[src/rtl/rdma_seq_pkg.sv]
package rdma_seq_pkg;
  typedef enum logic [2:0] {
    RQ_SEND      = 3'd0,
    RQ_SEND_IMM  = 3'd1,
    RQ_SEND_INV  = 3'd2,
    RQ_WRITE     = 3'd3,
    RQ_WRITE_IMM = 3'd4,
    RQ_READ      = 3'd5,
    RQ_CSWAP     = 3'd6,
    RQ_FADD      = 3'd7
  } req_kind_e;

  typedef enum logic [1:0] {
    CN_RELIABLE   = 2'd0,
    CN_UNRELIABLE = 2'd1,
    CN_DGRAM      = 2'd2,
    CN_RSVD       = 2'd3
  } conn_kind_e;

  localparam logic [7:0] OP_NONE = 8'hFF;
  localparam logic [7:0] BASE_RC = 8'h00;
  localparam logic [7:0] BASE_UC = 8'h20;
  localparam logic [7:0] BASE_UD = 8'h60;

  localparam logic [4:0] L_SEND_FIRST    = 5'h00;
  localparam logic [4:0] L_SEND_MID      = 5'h01;
  localparam logic [4:0] L_SEND_LAST     = 5'h02;
  localparam logic [4:0] L_SEND_LAST_IMM = 5'h03;
  localparam logic [4:0] L_SEND_ONLY     = 5'h04;
  localparam logic [4:0] L_SEND_ONLY_IMM = 5'h05;
  localparam logic [4:0] L_WR_FIRST      = 5'h06;
  localparam logic [4:0] L_WR_MID        = 5'h07;
  localparam logic [4:0] L_WR_LAST       = 5'h08;
  localparam logic [4:0] L_WR_LAST_IMM   = 5'h09;
  localparam logic [4:0] L_WR_ONLY       = 5'h0A;
  localparam logic [4:0] L_WR_ONLY_IMM   = 5'h0B;
  localparam logic [4:0] L_READ_REQ      = 5'h0C;
  localparam logic [4:0] L_CSWAP         = 5'h13;
  localparam logic [4:0] L_FADD          = 5'h14;
  localparam logic [4:0] L_SEND_LAST_INV = 5'h16;
  localparam logic [4:0] L_SEND_ONLY_INV = 5'h17;
endpackage

[src/rtl/seq_fit_cmp.sv]
module seq_fit_cmp #(
  parameter int LEN_W = 32
) (
  input  logic [LEN_W-1:0] remain_len,
  input  logic [LEN_W-1:0] mtu_len,
  output logic             fits
);
  // The rest of the message goes out in one packet when it is no larger than the MTU
  assign fits = (remain_len <= mtu_len);
endmodule

[src/rtl/seq_op_pick.sv]
module seq_op_pick
  import rdma_seq_pkg::*;
(
  input  logic [2:0] req_kind,
  input  logic [1:0] conn_kind,
  input  logic       fits,
  input  logic [7:0] prev_op,
  output logic [7:0] opcode,
  output logic       op_err,
  output logic       is_start,
  output logic       is_end,
  output logic       has_imm,
  output logic       is_read,
  output logic       is_atomic
);
  req_kind_e  rk;
  conn_kind_e ck;
  logic [7:0] base;
  logic [4:0] low;
  logic       err;
  logic       send_cont;
  logic       wr_cont;
  logic [4:0] send_close;
  logic [4:0] wr_close;

  assign rk = req_kind_e'(req_kind);
  assign ck = conn_kind_e'(conn_kind);

  // A message continues only if the last packet was an opening or middle packet of the same class
  assign send_cont = (prev_op == (base | {3'b0, L_SEND_FIRST})) ||
                     (prev_op == (base | {3'b0, L_SEND_MID}));
  assign wr_cont   = (prev_op == (base | {3'b0, L_WR_FIRST})) ||
                     (prev_op == (base | {3'b0, L_WR_MID}));

  // Closing code per variant: chosen by whether the message continues
  always_comb begin
    case (rk)
      RQ_SEND_IMM: send_close = send_cont ? L_SEND_LAST_IMM : L_SEND_ONLY_IMM;
      RQ_SEND_INV: send_close = send_cont ? L_SEND_LAST_INV : L_SEND_ONLY_INV;
      default:     send_close = send_cont ? L_SEND_LAST     : L_SEND_ONLY;
    endcase
    if (rk == RQ_WRITE_IMM) wr_close = wr_cont ? L_WR_LAST_IMM : L_WR_ONLY_IMM;
    else                    wr_close = wr_cont ? L_WR_LAST     : L_WR_ONLY;
  end

  always_comb begin
    err  = 1'b0;
    low  = 5'h00;
    base = BASE_RC;
    case (ck)
      CN_RELIABLE, CN_UNRELIABLE: begin
        base = (ck == CN_UNRELIABLE) ? BASE_UC : BASE_RC;
        case (rk)
          RQ_SEND, RQ_SEND_IMM, RQ_SEND_INV: begin
            if (ck == CN_UNRELIABLE && rk == RQ_SEND_INV) err = 1'b1;
            else if (fits) low = send_close;
            else           low = send_cont ? L_SEND_MID : L_SEND_FIRST;
          end
          RQ_WRITE, RQ_WRITE_IMM: begin
            if (fits) low = wr_close;
            else      low = wr_cont ? L_WR_MID : L_WR_FIRST;
          end
          RQ_READ:  if (ck == CN_UNRELIABLE) err = 1'b1; else low = L_READ_REQ;
          RQ_CSWAP: if (ck == CN_UNRELIABLE) err = 1'b1; else low = L_CSWAP;
          default:  if (ck == CN_UNRELIABLE) err = 1'b1; else low = L_FADD;
        endcase
      end
      CN_DGRAM: begin
        base = BASE_UD;
        if (rk == RQ_SEND)          low = L_SEND_ONLY;
        else if (rk == RQ_SEND_IMM) low = L_SEND_ONLY_IMM;
        else                        err = 1'b1;
      end
      default: err = 1'b1;
    endcase
  end

  assign op_err = err;
  assign opcode = err ? OP_NONE : (base | {3'b0, low});

  // Class flags decoded from the low code, masked on error
  always_comb begin
    is_start  = 1'b0;
    is_end    = 1'b0;
    has_imm   = 1'b0;
    is_read   = 1'b0;
    is_atomic = 1'b0;
    if (!err) begin
      case (low)
        L_SEND_FIRST, L_WR_FIRST:                       is_start = 1'b1;
        L_SEND_LAST, L_SEND_LAST_INV, L_WR_LAST:        is_end   = 1'b1;
        L_SEND_LAST_IMM, L_WR_LAST_IMM: begin
          is_end  = 1'b1;
          has_imm = 1'b1;
        end
        L_SEND_ONLY, L_SEND_ONLY_INV, L_WR_ONLY: begin
          is_start = 1'b1;
          is_end   = 1'b1;
        end
        L_SEND_ONLY_IMM, L_WR_ONLY_IMM: begin
          is_start = 1'b1;
          is_end   = 1'b1;
          has_imm  = 1'b1;
        end
        L_READ_REQ: begin
          is_start = 1'b1;
          is_end   = 1'b1;
          is_read  = 1'b1;
        end
        L_CSWAP, L_FADD: begin
          is_start  = 1'b1;
          is_end    = 1'b1;
          is_atomic = 1'b1;
        end
        default: ;
      endcase
    end
  end
endmodule

[src/rtl/seq_prev_reg.sv]
module seq_prev_reg
  import rdma_seq_pkg::*;
(
  input  logic       clk,
  input  logic       rst,
  input  logic       restart,
  input  logic       accept,
  input  logic [7:0] op_in,
  output logic [7:0] prev_q
);
  // Clearing outranks loading, so a retry always reopens the message
  always_ff @(posedge clk) begin
    if (rst || restart) prev_q <= OP_NONE;
    else if (accept)    prev_q <= op_in;
  end
endmodule

[src/rtl/rdma_opcode_seq.sv]
module rdma_opcode_seq
  import rdma_seq_pkg::*;
#(
  parameter int LEN_W = 32
) (
  input  logic             clk,
  input  logic             rst,
  input  logic [2:0]       req_kind,
  input  logic [1:0]       conn_kind,
  input  logic [LEN_W-1:0] remain_len,
  input  logic [LEN_W-1:0] mtu_len,
  input  logic             pkt_valid,
  input  logic             pkt_ready,
  input  logic             restart,
  output logic [7:0]       opcode,
  output logic             op_err,
  output logic             is_start,
  output logic             is_end,
  output logic             has_imm,
  output logic             is_read,
  output logic             is_atomic
);
  logic       fits;
  logic       accept;
  logic [7:0] prev_q;

  seq_fit_cmp #(.LEN_W(LEN_W)) fit_i (
    .remain_len (remain_len),
    .mtu_len    (mtu_len),
    .fits       (fits)
  );

  seq_op_pick pick_i (
    .req_kind  (req_kind),
    .conn_kind (conn_kind),
    .fits      (fits),
    .prev_op   (prev_q),
    .opcode    (opcode),
    .op_err    (op_err),
    .is_start  (is_start),
    .is_end    (is_end),
    .has_imm   (has_imm),
    .is_read   (is_read),
    .is_atomic (is_atomic)
  );

  assign accept = pkt_valid & pkt_ready & ~op_err;

  seq_prev_reg prev_i (
    .clk     (clk),
    .rst     (rst),
    .restart (restart),
    .accept  (accept),
    .op_in   (opcode),
    .prev_q  (prev_q)
  );
endmodule

[config.mk]
export PLATFORM = sky130hd
export DESIGN_NAME = rdma_opcode_seq
export DESIGN_NICKNAME = d
export VERILOG_FILES = /design/src/rtl/rdma_seq_pkg.sv /design/src/rtl/seq_fit_cmp.sv /design/src/rtl/seq_op_pick.sv /design/src/rtl/seq_prev_reg.sv /design/src/rtl/rdma_opcode_seq.sv
export SDC_FILE = /design/constraint.sdc
export NUM_CORES = 1
export LEC_CHECK = 0
export CAP_MARGIN = 20
export CORE_MARGIN = 4
export CORE_UTILIZATION = 30
export DETAILED_ROUTE_END_ITERATION = 10
export PLACE_DENSITY = 0.63
export SETUP_SLACK_MARGIN = 0.4
export SYNTH_ARGS = -nofsm -noshare
export SYNTH_HDL_FRONTEND = slang
export SYNTH_SLANG_ARGS = --single-unit
[constraint.sdc]
create_clock -name clk -period 16.5 [get_ports clk]
set_input_delay 4.95 -clock clk [delete_from_list [all_inputs] [get_ports clk]]
set_output_delay 4.95 -clock clk [all_outputs]
set_load 0.01 [all_outputs]
-- Word-level counts from Yosys, hierarchy flattened
Index checks and enable logic that the tools add are counted.
- word-level logic and storage cells: 84
- bits in registers: 8
- bits of input ports: 74
- output and inout bits: 14
- magnitude comparators: 1
- eq/ne operators: 26
- bitwise operators: 4
- reductions and logical operators: 14
- mux-type cells: 38
- operator list (cell ; count):
    $eq A8 B8 Y1 ; 4
    $le A32 B32 Y1 ; 1
    $mux W5 ; 6
    $eq A5 B4 Y1 const B ; 5
    $eq A5 B5 Y1 const B ; 4
    $pmux W5 S2 ; 2
    $pmux W5 S4 ; 1
    $mux W1 ; 17
    $pmux W8 S2 ; 1
    $eq A5 B3 Y1 const B ; 3
    $reduce_or A13 Y1 ; 1
    $eq A5 B2 Y1 const B ; 2
    $reduce_or A10 Y1 ; 1
    $eq A3 B3 Y1 const B ; 3
    $mux W3 ; 3
    $mux W8 ; 1
    $or A8 B5 Y8 ; 1
    $eq A3 B2 Y1 const B ; 2
    $mux W2 ; 3
    $mux W6 ; 1
    $reduce_or A2 Y1 ; 3
    $logic_not A5 Y1 ; 1
    $mux W4 ; 1
    $pmux W1 S2 ; 2
    other kinds (11) ; 14

-- Logic depth before layout (Yosys ltp)
- depth after elaboration: 15
- depth in mapped cells: 12
- gate-level depth less buffers: 12

-- Hierarchy
A second synthesis with hierarchy kept.
- cells, all modules: 252
- area, all modules: 1855.5 um^2
- by module, submodules not included (module ; sequential area each (um^2) ; instances ; cells an instance ; area an instance (um^2)):
    seq_fit_cmp ; 0.0 ; 1 ; 115 ; 815.8
    seq_op_pick ; 0.0 ; 1 ; 110 ; 743.2
    seq_prev_reg ; 160.2 ; 1 ; 26 ; 287.8
    rdma_opcode_seq ; 0.0 ; 1 ; 1 ; 8.8

-- Least setup slack after synthesis
OpenSTA, ideal clock, no wires.
- kind: input-to-output
- from: in mtu_len[15]
- to: out is_atomic
- data required time: 11550 ps
- path buffers: 0
- arrival time: 7299 ps
- cell stages on the path: 12
- path slack: 4251 ps
- path through: inv_1 ha_1 nand4_2 nor2_1 a21o_1 o31a_4 nor3_2 o32ai_4 nor2_4 nor2_1 or3_1 a211oi_1
- longest elaborated chain between the ends: 9
- elaborated cells between the ends (all ways): 11
- classes of those cells: 1 x order compare; 2 x eq/ne; 7 x mux; 1 x reduce/logical
- RTL lines (what ; RTL line ; RTL):
    start: declaration ; rdma_opcode_seq.sv:11 ; input logic [LEN_W-1:0] mtu_len,
    $le A32 B32 Y1 * ; seq_fit_cmp.sv:9 ; assign fits = (remain_len <= mtu_len);
    $mux W5 ; seq_op_pick.sv:56 ; else if (fits) low = send_close;
    $mux W5 ; seq_op_pick.sv:55 ; if (ck == CN_UNRELIABLE && rk == RQ_SEND_INV) err = 1'b1;
    $pmux W5 S4 * ; seq_op_pick.sv:53 ; case (rk)
    $pmux W5 S2 * ; seq_op_pick.sv:50 ; case (ck)
    $eq A5 B5 Y1 ; seq_op_pick.sv:89 ; case (low)
    $reduce_or A2 Y1 * ; seq_op_pick.sv:89 ;
    $mux W1 * ; seq_op_pick.sv:89 ;
    $mux W1 * ; seq_op_pick.sv:88 ; if (!err) begin
    end: declaration ; rdma_opcode_seq.sv:21 ; output logic is_atomic
Mark *: on every way between the ends. The rest lies on a longest branch, timed or not.

-- Final worst setup path
- from: in mtu_len[15]
- to: out is_end
- longest elaborated chain between the ends: 9
- elaborated cells between the ends (all ways): 22
- classes of those cells: 1 x order compare; 13 x eq/ne; 7 x mux; 1 x reduce/logical
- RTL lines (what ; RTL line ; RTL):
    $le A32 B32 Y1 * ; seq_fit_cmp.sv:9 ;
    $mux W5 ; seq_op_pick.sv:56 ;
    $mux W5 ; seq_op_pick.sv:55 ;
    $pmux W5 S4 * ; seq_op_pick.sv:53 ;
    $pmux W5 S2 * ; seq_op_pick.sv:50 ;
    $eq A5 B2 Y1, or another cell as far along ; seq_op_pick.sv:89 ;
    $reduce_or A13 Y1 (no source line) * ; - ;
    $mux W1 * ; seq_op_pick.sv:89 ;
    $mux W1 * ; seq_op_pick.sv:88 ;
    end: declaration ; rdma_opcode_seq.sv:18 ; output logic is_end,
Marked as above.

==> key figures <==
Timing
  – Setup Skew: 1.78 ps
  – RSZ-0062 raised after global routing: false
  – Slew Viols, Final: 0
  – Minimum clock period: 13480 ps
  – Worst relative slew slack: 60.2%
  – Tcrit/Tclk final: ~82%
  – Worst-Margin Slew: 596 ps
  – Setup WS post-layout: 3020 ps
  – Final setup vio count: 0
  – Final Hold Vio Count: 0
  – Setup TNS: 0 ps
  – FMAX: approximately 0.074 GHz
  – Hold WS: between 400 and 500 ps

CTS
  – Clock Path Buffers: 2
  – CTS tree: yes
  – Worst-Skew Late Latency: 230 ps
  – Num CTS Buffers: 3
  – Post-CTS Setup Bufs: 0
  – Hold Buf Count CTS: 0
  – # H-tree levels: 1
  – Worst-path clk slew: 40 ps
  – Clock root buffer: clkbuf_8
  – Post-CTS sizing: 0
  – Clk sinks: 7

Finish
  – Max FFs per register: 7
  – Antenna diodes: 0
  – Share of layout cells above drive strength 1: 7.00%
  – Post-route cell area: 0.00292 mm2
  – Register area: 140 um2
  – Number of fill cells: 648
  – Final net count: between 400 and 500
  – Most flops, register: prev_i.prev_q
  – End-of-flow core utilization: 46.3%
  – Regs by FF count: prev_i.prev_q: 7 flops
  – Multi-input logic area: 0.00161 mm2
  – Fin cells: roughly 430
  – Syn-to-layout area delta: 50.3%

Status
  – Outcome: completed

Yosys
  – Mapped Cells: 274
  – Syn avg cell area: 7.10 um2
  – Top cells by area, synth: ha_1, inv_1, dfxtp_1, a21oi_1, nand2_1
  – Netlist cell types: 55
  – Largest area contributor in the netlist: ha_1
  – Yosys reg bits: 7
  – Post-synth EDFFs: 0
  – Post-Syn Area: 0.00195 mm2
  – Synth warn: 0
  – Main synth FF type: dfxtp_1
  – Top cell type's share of synthesized area: roughly a quarter
  – Asr flop ratio synth: 0%
  – Mapped Nets: just under 400
  – Seq/Total Area, Yosys: under 10%

Drt
  – Final Routed Wirelength: around 5400 um
  – Final ANT Viol Nets: 0
  – Drt first-iter violations: 43
  – DR vias: 2159
  – First drt pass iteration count: 4
  – Via density: 4.97
  – Drt wl/cell: 12.5 um
  – DRC: 0

Setup path
  – Slowest stage delay, CP: 560 ps
  – Req. time, crit path: 11550 ps
  – Most used cell, CP: clkdlybuf4s50_1
  – Setup CP Type: input pin to output pin
  – Setup crit end kind: output pin
  – FF-to-FF path depth: 6
  – Reg-to-reg slack, setup: between 10000 and 15000 ps
  – CP max-delay cell: clkdlybuf4s50_1
  – RR Startpoint: prev_i.prev_q[7]
  – Crit-path cells: clkdlybuf4s50_1 > inv_1 > ha_1 > nand4_2 > nor4_4 > a32oi_2 > nor3_2 > nand4_1 > nand3_1 > xnor2_1 > or3b_1 > a41oi_2 > clkdlybuf4s50_1
  – Setup crit start kind: input pin
  – CP Depth: 13
  – Critical path fanouts, max: 6
  – WP data arrival: 8530 ps
  – Critical R2R Capture: prev_i.prev_q[1]
  – CP Buf/Inv Count: 3
  – Crit-path leading delay family: simple AND/OR/NAND/NOR gates

Job
  – Max-capacitance violation count: 0

Worst hold path
  – Hold depth: 2
  – Worst Hold End: prev_i.prev_q[7]
  – Hold WC Path Type: flop to flop
  – Worst Hold Launch: prev_i.prev_q[7]

Floorplan
  – Core ar.: about 0.0063 mm2
  – Die height: slightly below 90 um
  – Initial core utilization: 30.8%
  – Die footprint: 0.00784 mm2
  – Total I/O pin count: 88
  – Die X-Extent: 88.5 um
  – Row cnt: 29

Power and ir drop
  – P_int: a little over 70 uW
  – Max VDD drop: roughly 0.000038 V
  – Leakage: 1.36 nW
  – Switching share of power: approximately 36%
  – PD cells: 38.9 mW/mm2
  – Final Power: 114 uW
  – Clock power frac: 21.4%
  – Reg power frac: between 10% and 20%
  – Psw: roughly 41 uW
  – Gate power share: 62.9%

Placed design
  – Gpl congestion: approximately 0.84
  – Worst slack, placed: roughly 3000 ps
  – Detailed placement HPWL: 4620 um
  – # placed instances: 430
  – Placed Area: 0.00288 mm2
  – Port Buffers: 87

Global routing
  – GRT Total Usage: 13.4%
  – Overflow after GRT: 0
  – Vias in the first global route: 2067
  – Initial antenna violation count: 0
  – First-pass GRT wire length: 8720 um
  – Largest net degree at the start of global routing: 18
## worst max path at each step
stage	start	end	slack, ps
floorplan	mtu_len[15]	is_atomic	4250
global placement	mtu_len[15]	is_end	3030
detailed placement	mtu_len[15]	is_end	3010
CTS	mtu_len[30]	is_end	2990
global route	mtu_len[29]	is_end	2780
finish	mtu_len[15]	is_end	3020
## cell usage after synthesis, types with 2 or more instances
cell	count
dfxtp_1	7
ha_1	37
a21o_1	3
nor2_1	17
nor3_2	2
a31oi_1	3
nand3_1	10
or2_2	2
nand2b_1	5
or3_1	2
clkbuf_1	7
o31ai_1	2
nor3_1	6
nand2_1	29
a21oi_1	24
inv_1	43
nor2b_1	3
o21ai_0	10
xnor2_1	3
or3b_1	2
o21ai_1	5
nand4_2	4
nand4_1	6
o21bai_1	2
o211ai_1	5
nor4_4	2
o22ai_1	5
## layer usage
metal | vias up | wire length (um) | GRT usage, %
li1 | 1147 | - | -
met1 | 924 | 2470 | 17.7
met2 | 82 | 2360 | 22.5
met3 | 6 | 514 | 2.14
met4 | 0 | 70 | 3.98
met5 | - | 0 | 0
## power by group through the flow
stage                     Clock (mW)  Combinational (mW)  Sequential, mW
after floorplan                    0              0.0396          0.0180
after global placement             0              0.0709          0.0181
after detailed placement           0              0.0716          0.0181
after CTS                     0.0252              0.0722          0.0178
after global routing          0.0264              0.0802          0.0178
final                         0.0244              0.0716          0.0178
## kinds of logic (layout without fill, tap and decap cells)
family                   count (synthesis)  in the layout  share of synthesized area, %
multiplexers                             1              1                         0.514
AO/OA/AOI/OAI                           76             76                          27.8
adder cells (fa/ha/maj)                 37             37                          23.8
AND/OR/NAND/NOR                         98             98                          28.8
flip-flops                               7              7                          7.20
XOR/XNOR                                 4              4                          1.80
buffers and inverters                   51            134                          10.0
## placed cells by master (no fill, tap or decap), types with 2 or more instances in the layout
master and n:
inv_1 43, o22ai_1 5, o21bai_1 2, o21ai_0 10
clkdlybuf4s50_1 87, ha_1 37, nor2_1 17, xnor2_1 3
nand2b_1 5, o211ai_1 5, o21ai_1 5, nor4_4 2
nor3_1 6, or3b_1 2, nand3_1 10, nor2b_1 3
nand2_1 29, nand4_2 4, nor3_2 2, clkbuf_8 3
a21oi_1 24, or2_2 2, o31ai_1 2, dfxtp_1 7
a21o_1 3, or3_1 2, nand4_1 6, a31oi_1 3
## worst min-delay path, stage by stage (launching register included)
cell,delay (ps)
dfxtp_1,310
nand2_1,50
nand2_1,40
## final cells by class
cell class              count  share of cell area (%)
clock buffers               4                    1.54
repair buffers             87                    29.8
well taps                  77                    3.29
multi-input cells         216                    55.1
flip-flops and latches      7                    4.79
inverters                  43                    5.52
No activity file was read; power rests on OpenSTA's default activity.
